[config.mk]
export PLATFORM = sky130hd
export DESIGN_NAME = burst_col_seq
export DESIGN_NICKNAME = d
export VERILOG_FILES = /design/src/rtl/burst_seq_pkg.sv /design/src/rtl/bsq_mode_reg.sv /design/src/rtl/bsq_col_gen.sv /design/src/rtl/bsq_lat_pipe.sv /design/src/rtl/burst_col_seq.sv
export SDC_FILE = /design/constraint.sdc
export NUM_CORES = 1
export LEC_CHECK = 0
export BUFFER_PORTS_ARGS = -buffer_cell sky130_fd_sc_hd__buf_2
export CORE_MARGIN = 2
export CORE_UTILIZATION = 50
export CTS_CLUSTER_SIZE = 14
export DETAILED_ROUTE_END_ITERATION = 10
export GPL_TIMING_DRIVEN = 0
export HOLD_SLACK_MARGIN = 0.06
export PLACE_DENSITY_LB_ADDON = 0.05
export SETUP_SLACK_MARGIN = 0.15
export SLEW_MARGIN = 20
export SYNTH_ARGS = -nofsm -noshare
export SYNTH_HDL_FRONTEND = slang
export SYNTH_SLANG_ARGS = --single-unit
[constraint.sdc]
create_clock -name clk_i -period 2.02 [get_ports clk_i]
set_input_delay 0 -clock clk_i [delete_from_list [all_inputs] [get_ports clk_i]]
set_output_delay 0 -clock clk_i [all_outputs]
set_load 0.02 [all_outputs]
[src/rtl/burst_seq_pkg.sv]
package burst_seq_pkg;
  localparam int MODE_W = 10;
  localparam int BL_LSB = 0;
  localparam int ILV_BIT = 3;
  localparam int LAT_LSB = 4;
  localparam int WSGL_BIT = 9;

  localparam logic [2:0] BL_CODE_PAGE = 3'd7;
endpackage

[src/rtl/bsq_mode_reg.sv]
module bsq_mode_reg
  import burst_seq_pkg::*;
#(
  parameter int COL_BITS = 10,
  parameter int MAX_CL   = 3,
  localparam int LAT_W   = $clog2(MAX_CL + 1)
) (
  input  logic                clk_i,
  input  logic                rst_ni,
  input  logic                load_i,
  input  logic [MODE_W-1:0]   mode_i,
  output logic [COL_BITS-1:0] len_mask_o,
  output logic                full_o,
  output logic                ilv_o,
  output logic                wr_single_o,
  output logic [LAT_W-1:0]    lat_o
);
  logic [2:0] bl_q;
  logic [2:0] lat_q;
  logic       ilv_q;
  logic       wsgl_q;
  logic [1:0] unused_mode;

  assign unused_mode = mode_i[8:7];

  always_ff @(posedge clk_i or negedge rst_ni) begin
    if (!rst_ni) begin
      bl_q   <= 3'd0;
      lat_q  <= 3'd2;
      ilv_q  <= 1'b0;
      wsgl_q <= 1'b0;
    end else if (load_i) begin
      bl_q   <= mode_i[BL_LSB +: 3];
      lat_q  <= mode_i[LAT_LSB +: 3];
      ilv_q  <= mode_i[ILV_BIT];
      wsgl_q <= mode_i[WSGL_BIT];
    end
  end

  always_comb begin
    full_o = (bl_q == BL_CODE_PAGE);
    unique case (bl_q)
      3'd1:    len_mask_o = COL_BITS'(1);
      3'd2:    len_mask_o = COL_BITS'(3);
      3'd3:    len_mask_o = COL_BITS'(7);
      3'd7:    len_mask_o = '1;
      default: len_mask_o = '0;
    endcase
  end

  assign ilv_o       = ilv_q;
  assign wr_single_o = wsgl_q;
  assign lat_o = (lat_q >= 3'd2 && int'(lat_q) <= MAX_CL) ? LAT_W'(lat_q) : LAT_W'(2);

  a_r2_lat_range: assert property (@(posedge clk_i) disable iff (!rst_ni)
    (int'(lat_o) >= 2) && (int'(lat_o) <= MAX_CL));
endmodule

[src/rtl/bsq_col_gen.sv]
module bsq_col_gen #(
  parameter int COL_W    = 10,
  parameter int COL_BITS = 10
) (
  input  logic                clk_i,
  input  logic                rst_ni,
  input  logic                cmd_i,
  input  logic                is_wr_i,
  input  logic                stop_i,
  input  logic [COL_W-1:0]    col_i,
  input  logic [COL_BITS-1:0] len_mask_i,
  input  logic                full_i,
  input  logic                ilv_i,
  input  logic                wr_single_i,
  output logic [COL_W-1:0]    col_o,
  output logic                valid_o,
  output logic                last_o,
  output logic                wr_o
);
  logic                act_q, wr_q, full_q, ilv_q;
  logic [COL_BITS-1:0] start_q, beat_q, mask_q;
  logic [COL_BITS-1:0] seq_col, ilv_col, cur_col, start_d;
  logic                single_d;

  assign start_d  = col_i[COL_BITS-1:0];
  assign single_d = is_wr_i && wr_single_i;

  always_comb begin
    seq_col = (start_q & ~mask_q) | ((start_q + beat_q) & mask_q);
    ilv_col = start_q ^ beat_q;
    cur_col = (ilv_q && !full_q) ? ilv_col : seq_col;
  end

  assign col_o   = COL_W'(cur_col);
  assign valid_o = act_q;
  assign last_o  = act_q && !full_q && (beat_q == mask_q);
  assign wr_o    = act_q && wr_q;

  always_ff @(posedge clk_i or negedge rst_ni) begin
    if (!rst_ni) begin
      act_q   <= 1'b0;
      wr_q    <= 1'b0;
      full_q  <= 1'b0;
      ilv_q   <= 1'b0;
      start_q <= '0;
      beat_q  <= '0;
      mask_q  <= '0;
    end else if (cmd_i) begin
      act_q   <= 1'b1;
      wr_q    <= is_wr_i;
      start_q <= start_d;
      beat_q  <= '0;
      ilv_q   <= ilv_i;
      full_q  <= full_i && !single_d;
      mask_q  <= single_d ? '0 : len_mask_i;
    end else if (stop_i) begin
      act_q <= 1'b0;
    end else if (act_q) begin
      if (last_o) act_q <= 1'b0;
      else        beat_q <= beat_q + 1'b1;
    end
  end

  a_r3_start_col: assert property (@(posedge clk_i) disable iff (!rst_ni)
    cmd_i |=> valid_o && (col_o == COL_W'($past(start_d))));
  a_r6_last_valid: assert property (@(posedge clk_i) disable iff (!rst_ni)
    last_o |-> valid_o);
  a_r6_last_ends: assert property (@(posedge clk_i) disable iff (!rst_ni)
    last_o && !cmd_i && !stop_i |=> !valid_o);
  a_r10_stop_ends: assert property (@(posedge clk_i) disable iff (!rst_ni)
    stop_i && !cmd_i |=> !valid_o);
  a_r8_single_write: assert property (@(posedge clk_i) disable iff (!rst_ni)
    cmd_i && is_wr_i && wr_single_i |=> last_o && wr_o);
  a_r13_upper_zero: assert property (@(posedge clk_i) disable iff (!rst_ni)
    (col_o >> COL_BITS) == '0);
endmodule

[src/rtl/bsq_lat_pipe.sv]
module bsq_lat_pipe #(
  parameter int MAX_CL  = 3,
  localparam int LAT_W  = $clog2(MAX_CL + 1),
  localparam int DEPTH  = MAX_CL - 1
) (
  input  logic             clk_i,
  input  logic             rst_ni,
  input  logic             beat_i,
  input  logic [LAT_W-1:0] lat_i,
  output logic             rd_valid_o
);
  logic [DEPTH-1:0] sr_q;

  for (genvar g = 0; g < DEPTH; g++) begin : g_stage
    always_ff @(posedge clk_i or negedge rst_ni) begin
      if (!rst_ni) sr_q[g] <= 1'b0;
      else if (g == 0) sr_q[g] <= beat_i;
      else sr_q[g] <= sr_q[(g > 0) ? g - 1 : 0];
    end
  end

  always_comb begin
    rd_valid_o = 1'b0;
    for (int i = 0; i < DEPTH; i++)
      if (lat_i == LAT_W'(i + 2)) rd_valid_o = sr_q[i];
  end

  a_r11_cl2_delay: assert property (@(posedge clk_i) disable iff (!rst_ni)
    beat_i && lat_i == LAT_W'(2) |=> ($stable(lat_i) |-> rd_valid_o));
endmodule

[src/rtl/burst_col_seq.sv]
module burst_col_seq
  import burst_seq_pkg::*;
#(
  parameter int COL_W    = 10,
  parameter int COL_BITS = 10,
  parameter int MAX_CL   = 3,
  localparam int LAT_W   = $clog2(MAX_CL + 1)
) (
  input  logic              clk_i,
  input  logic              rst_ni,
  input  logic              mode_load_i,
  input  logic [MODE_W-1:0] mode_i,
  input  logic              rd_i,
  input  logic              wr_i,
  input  logic              stop_i,
  input  logic [COL_W-1:0]  col_i,
  output logic [COL_W-1:0]  col_o,
  output logic              col_valid_o,
  output logic              col_last_o,
  output logic              col_wr_o,
  output logic              rd_valid_o
);
  logic [COL_BITS-1:0] len_mask;
  logic                full, ilv, wr_single;
  logic [LAT_W-1:0]    lat;
  logic                cmd, is_wr;

  assign cmd   = rd_i || wr_i;
  assign is_wr = wr_i && !rd_i;

  bsq_mode_reg #(.COL_BITS(COL_BITS), .MAX_CL(MAX_CL)) u_mode (
    .clk_i      (clk_i),
    .rst_ni     (rst_ni),
    .load_i     (mode_load_i),
    .mode_i     (mode_i),
    .len_mask_o (len_mask),
    .full_o     (full),
    .ilv_o      (ilv),
    .wr_single_o(wr_single),
    .lat_o      (lat)
  );

  bsq_col_gen #(.COL_W(COL_W), .COL_BITS(COL_BITS)) u_gen (
    .clk_i      (clk_i),
    .rst_ni     (rst_ni),
    .cmd_i      (cmd),
    .is_wr_i    (is_wr),
    .stop_i     (stop_i),
    .col_i      (col_i),
    .len_mask_i (len_mask),
    .full_i     (full),
    .ilv_i      (ilv),
    .wr_single_i(wr_single),
    .col_o      (col_o),
    .valid_o    (col_valid_o),
    .last_o     (col_last_o),
    .wr_o       (col_wr_o)
  );

  bsq_lat_pipe #(.MAX_CL(MAX_CL)) u_lat (
    .clk_i     (clk_i),
    .rst_ni    (rst_ni),
    .beat_i    (col_valid_o && !col_wr_o),
    .lat_i     (lat),
    .rd_valid_o(rd_valid_o)
  );

  a_r11_no_write_data: assert property (@(posedge clk_i) disable iff (!rst_ni)
    col_valid_o && col_wr_o && $past(!col_valid_o || col_wr_o) |=> !u_lat.sr_q[0]);
endmodule

==> impl_metrics.env <==
export IMPL_seq_power_share=0.426
export IMPL_top_level_pins=40
export IMPL_antenna_cells_inserted=0
export IMPL_cts_tree="yes"
export IMPL_gr_met1_demand_resource=0.3177
export IMPL_drt_iter0_markers=128
export IMPL_worst_hold_slack_ns=0.06526
export IMPL_place_gp_congestion=0.8446
export IMPL_edff_count_synth=0
export IMPL_reg2reg_setup_slack_ns=-0.21
export IMPL_ir_drop_uv=480.0
export IMPL_post_synth_inst_count=257
export IMPL_first_pass_grt_wire_length_mm=9.542
export IMPL_floorplan_die_height_um=71.15
export IMPL_fin_ws_ns=-0.3934
export IMPL_hold_crit_start="wr_i"
export IMPL_largest_net_degree_at_the_start_of_global_routing=39
export IMPL_via_count=2210
export IMPL_finish_net_count=389
export IMPL_whs_path_cells=3
export IMPL_post_route_cells_drive_above_1_share=0.3626
export IMPL_final_period_utilization=1.195
export IMPL_insertion_delay_ns=0.30
export IMPL_tightestPinTransition_ns=0.8712
export IMPL_synth_top_area_frac=0.4107
export IMPL_groute_layer_met3_usage=0.05556
export IMPL_clock_power_share=0.278
export IMPL_ranking_of_synthesized_cells_by_area="sky130_fd_sc_hd__dfrtp_1 (41%), sky130_fd_sc_hd__nand2_1 (9.2%), sky130_fd_sc_hd__ha_1 (5.5%)"
export IMPL_critPathRequiredTime_ns=2.02
export IMPL_critical_path_slowest_cell="sky130_fd_sc_hd__dfrtp_2"
export IMPL_critical_path_max_fanout=3
export IMPL_die_width_um=71.15
export IMPL_grt_remaining_overflow=0
export IMPL_postSynth_asyncResetShare=1.000
export IMPL_route_final_wire_length_mm=5.999
export IMPL_max_slew_margin_rel=0.4192
export IMPL_cts_buffers=5
export IMPL_worst_path_dominant_cell_family="compound AO/OA/AOI/OAI gates"
export IMPL_std_cell_rows=24
export IMPL_hold_path_class="in -> reg"
export IMPL_r2r_end="u_gen.beat_q[3]$_DFFE_PN0P_"
export IMPL_startpoint="u_gen.beat_q[0]$_DFFE_PN0P_"
export IMPL_p_int_mw=1.381
export IMPL_clock_fmax_mhz=414.4
export IMPL_power_per_cell_area_nw_per_um2=612.9
export IMPL_flow_area_growth_from_synthesis_pct=46.89
export IMPL_dpl_hpwl_mm=3.608
export IMPL_worst_clock_skew_ns=0.007718
export IMPL_design_die_area_um2=5062
export IMPL_worstPathArrival_ns=2.41
export IMPL_vias_in_the_first_global_route=2039
export IMPL_filler_cell_count=317
export IMPL_max_cap_violations=0
export IMPL_placement_io_buffers=36
export IMPL_remaining_drc_errors=0
export IMPL_power_switching_uw=648.7
export IMPL_antenna_violations_before_repair=0
export IMPL_route_detailed_vias_per_inst=5.457
export IMPL_post_place_setup_slack_ns=-0.3695
export IMPL_syn_avg_cell_area_um2=8.773
export IMPL_layout_area_seq_um2=959.7
export IMPL_start_util=0.5178
export IMPL_synth_warnings=0
export IMPL_final_hold_viol_count=0
export IMPL_r2r_start="u_gen.beat_q[3]$_DFFE_PN0P_"
export IMPL_setup_viol=18
export IMPL_total_power_mw=2.030
export IMPL_cts_htree_levels=2
export IMPL_failed_checks="setup timing"
export IMPL_timing_critical_path_slowest_cell_delay_ns=0.43
export IMPL_drt_pre_antenna_iters=4
export IMPL_synth_seq_cells=38
export IMPL_synthDistinctLibCells=44
export IMPL_synth_fp_nets=294
export IMPL_syn_cell_area_um2=2255
export IMPL_multi_input_logic_area_um2=1426
export IMPL_top_usage_layer="met2"
export IMPL_run_status="finished with violations"
export IMPL_switching_share=0.3196
export IMPL_cp_buffers_inverters=1
export IMPL_path_clk_slew_ns=0.08
export IMPL_cts_sinks=38
export IMPL_comb_power_share=0.296
export IMPL_cp_cell_sequence="ha_4, fa_2, a21o_1, a211oi_2, nor2_2, o211ai_1, o31ai_4, a21oi_2, buf_4"
export IMPL_synth_seq_area_share=0.4223
export IMPL_leakage_nw=1.513
export IMPL_end_kind="output port"
export IMPL_clockRootBuffer="sky130_fd_sc_hd__clkbuf_8"
export IMPL_grt_usage=0.2425
export IMPL_worst_setup_path_type="reg -> out"
export IMPL_clock_path_buffers=2
export IMPL_grt_setup_unrepaired="true"
export IMPL_finalWorstPathRequiredPeriod_ns=2.413
export IMPL_antenna_violating_nets_post_route=0
export IMPL_min_delay_worst_endpoint="u_gen.mask_q[8]$_DFFE_PN0N_"
export IMPL_timing_critical_path_from_type="flop"
export IMPL_max_slew_violations=0
export IMPL_met2_usage=0.3930
export IMPL_synth_flop_cell="sky130_fd_sc_hd__dfrtp_1"
export IMPL_floorplan_core_area_um2=4354
export IMPL_rr_worst_depth=12
export IMPL_wl_per_cell_um=14.81
export IMPL_synth_largest_area_cell="sky130_fd_sc_hd__dfrtp_1"
-- layout by cell type (no fill, tap or decap), drive strengths merged, types with 8 or more instances in the layout --
master	netlist	routed
nand3	10	10
dfrtp	37	37
buf	4	70
ha	10	10
a21oi	20	20
o21ai	13	13
nand2	55	55
dlygate4sd3	0	21
nor2	19	19
xnor2	9	9
inv	8	8
clkbuf	6	13
mux2	8	8
-- flip-flops by register name, indices dropped and copies added, names as in the netlist, 2 cells and up --
register / cells
u_gen.beat_q: 10
u_gen.mask_q: 4
u_gen.start_q: 10
u_lat.sr_q: 2
u_mode.bl_q: 3
u_mode.lat_q: 3
-- through the flow --
step,TNS [ns],util,std cells,instance area [um2]
after floorplan,-0.09751,-,257,2297
after global placement,-0.6151,0.5839,345,2542
after detailed placement,-0.6576,0.5839,345,2542
after CTS,-3.447,0.7359,400,3204
after global routing,-5.426,0.7606,405,3312
final,-3.780,0.7606,405,3312
-- worst max path at each step --
stage                    end  slack, ns  cells after the start
detailed placement  col_o[8]      -0.37                      9
CTS                 col_o[8]      -0.41                      9
global placement    col_o[8]      -0.35                      9
floorplan           col_o[8]       -0.1                      8
finish              col_o[6]      -0.39                      9
global route        col_o[6]      -0.48                      9
-- power by group through the flow --
stage,sequential [mW],combinational (mW),clock [mW]
after floorplan,0.868,0.309,0
after global placement,0.880,0.432,0
after detailed placement,0.881,0.437,0
after CTS,0.866,0.562,0.569
after global routing,0.875,0.657,0.600
final,0.865,0.601,0.564
-- kinds of logic (layout without fill, tap and decap cells) --
family                   count (synthesis)  in the layout  share of synthesized area
AND/OR/NAND/NOR                        115            115                     0.2336
multiplexers                            11             11                    0.05328
flip-flops                              38             38                     0.4223
buffers and inverters                   18            114                    0.03551
AO/OA/AOI/OAI                           53             53                     0.1482
XOR/XNOR                                11             11                    0.04273
adder cells (fa/ha/maj)                 11             11                    0.06437
-- per-layer routing --
metal | wire [um] | share of wire
met5 | 0 | 0
met4 | 114 | 0.019
met3 | 229 | 0.038
met2 | 2972 | 0.50
met1 | 2683 | 0.45
-- what timing repair did --
item | in CTS | in global routing
pin swaps | 17 | 13
endpoints found under the setup margin | 21 | 21
setup buffers | 26 | 5
hold buffers | 21 | 0
endpoints found under the hold margin | 58 | 0
gates resized for setup | 45 | 17
-- final cells by class --
| type | instances | share of cell area |
|---|---|---|
| multi-input cells | 201 | 0.4307 |
| plain buffers | 10 | 0.01738 |
| well taps | 52 | 0.01964 |
| repair buffers | 88 | 0.2048 |
| inverters | 8 | 0.009067 |
| clock inverters | 2 | 0.003778 |
| flip-flops and latches | 38 | 0.2898 |
| clock buffers | 6 | 0.02493 |
-- synth_stat cells (2+ instances only) --
cell type	number
sky130_fd_sc_hd__mux2i_1	3
sky130_fd_sc_hd__a21oi_1	19
sky130_fd_sc_hd__nand2b_1	3
sky130_fd_sc_hd__nor3_1	7
sky130_fd_sc_hd__o31ai_1	2
sky130_fd_sc_hd__nor2_1	19
sky130_fd_sc_hd__nand4_1	4
sky130_fd_sc_hd__nand2_1	55
sky130_fd_sc_hd__dfrtp_1	37
sky130_fd_sc_hd__nor3b_1	2
sky130_fd_sc_hd__clkbuf_1	6
sky130_fd_sc_hd__a21o_1	4
sky130_fd_sc_hd__nand3_1	10
sky130_fd_sc_hd__nor4_1	6
sky130_fd_sc_hd__inv_1	8
sky130_fd_sc_hd__mux2_2	8
sky130_fd_sc_hd__o21ai_0	13
sky130_fd_sc_hd__ha_1	10
sky130_fd_sc_hd__o22ai_1	6
sky130_fd_sc_hd__nor2b_1	2
sky130_fd_sc_hd__xnor2_1	9
sky130_fd_sc_hd__xor2_1	2
-- tightest hold or removal path, cell delays in order --
cell and delay, ns:
sky130_fd_sc_hd__buf_2 0.11, sky130_fd_sc_hd__or2_2 0.14, sky130_fd_sc_hd__o21ai_0 0.07
Note: power is estimated with default switching activity, not from simulation.
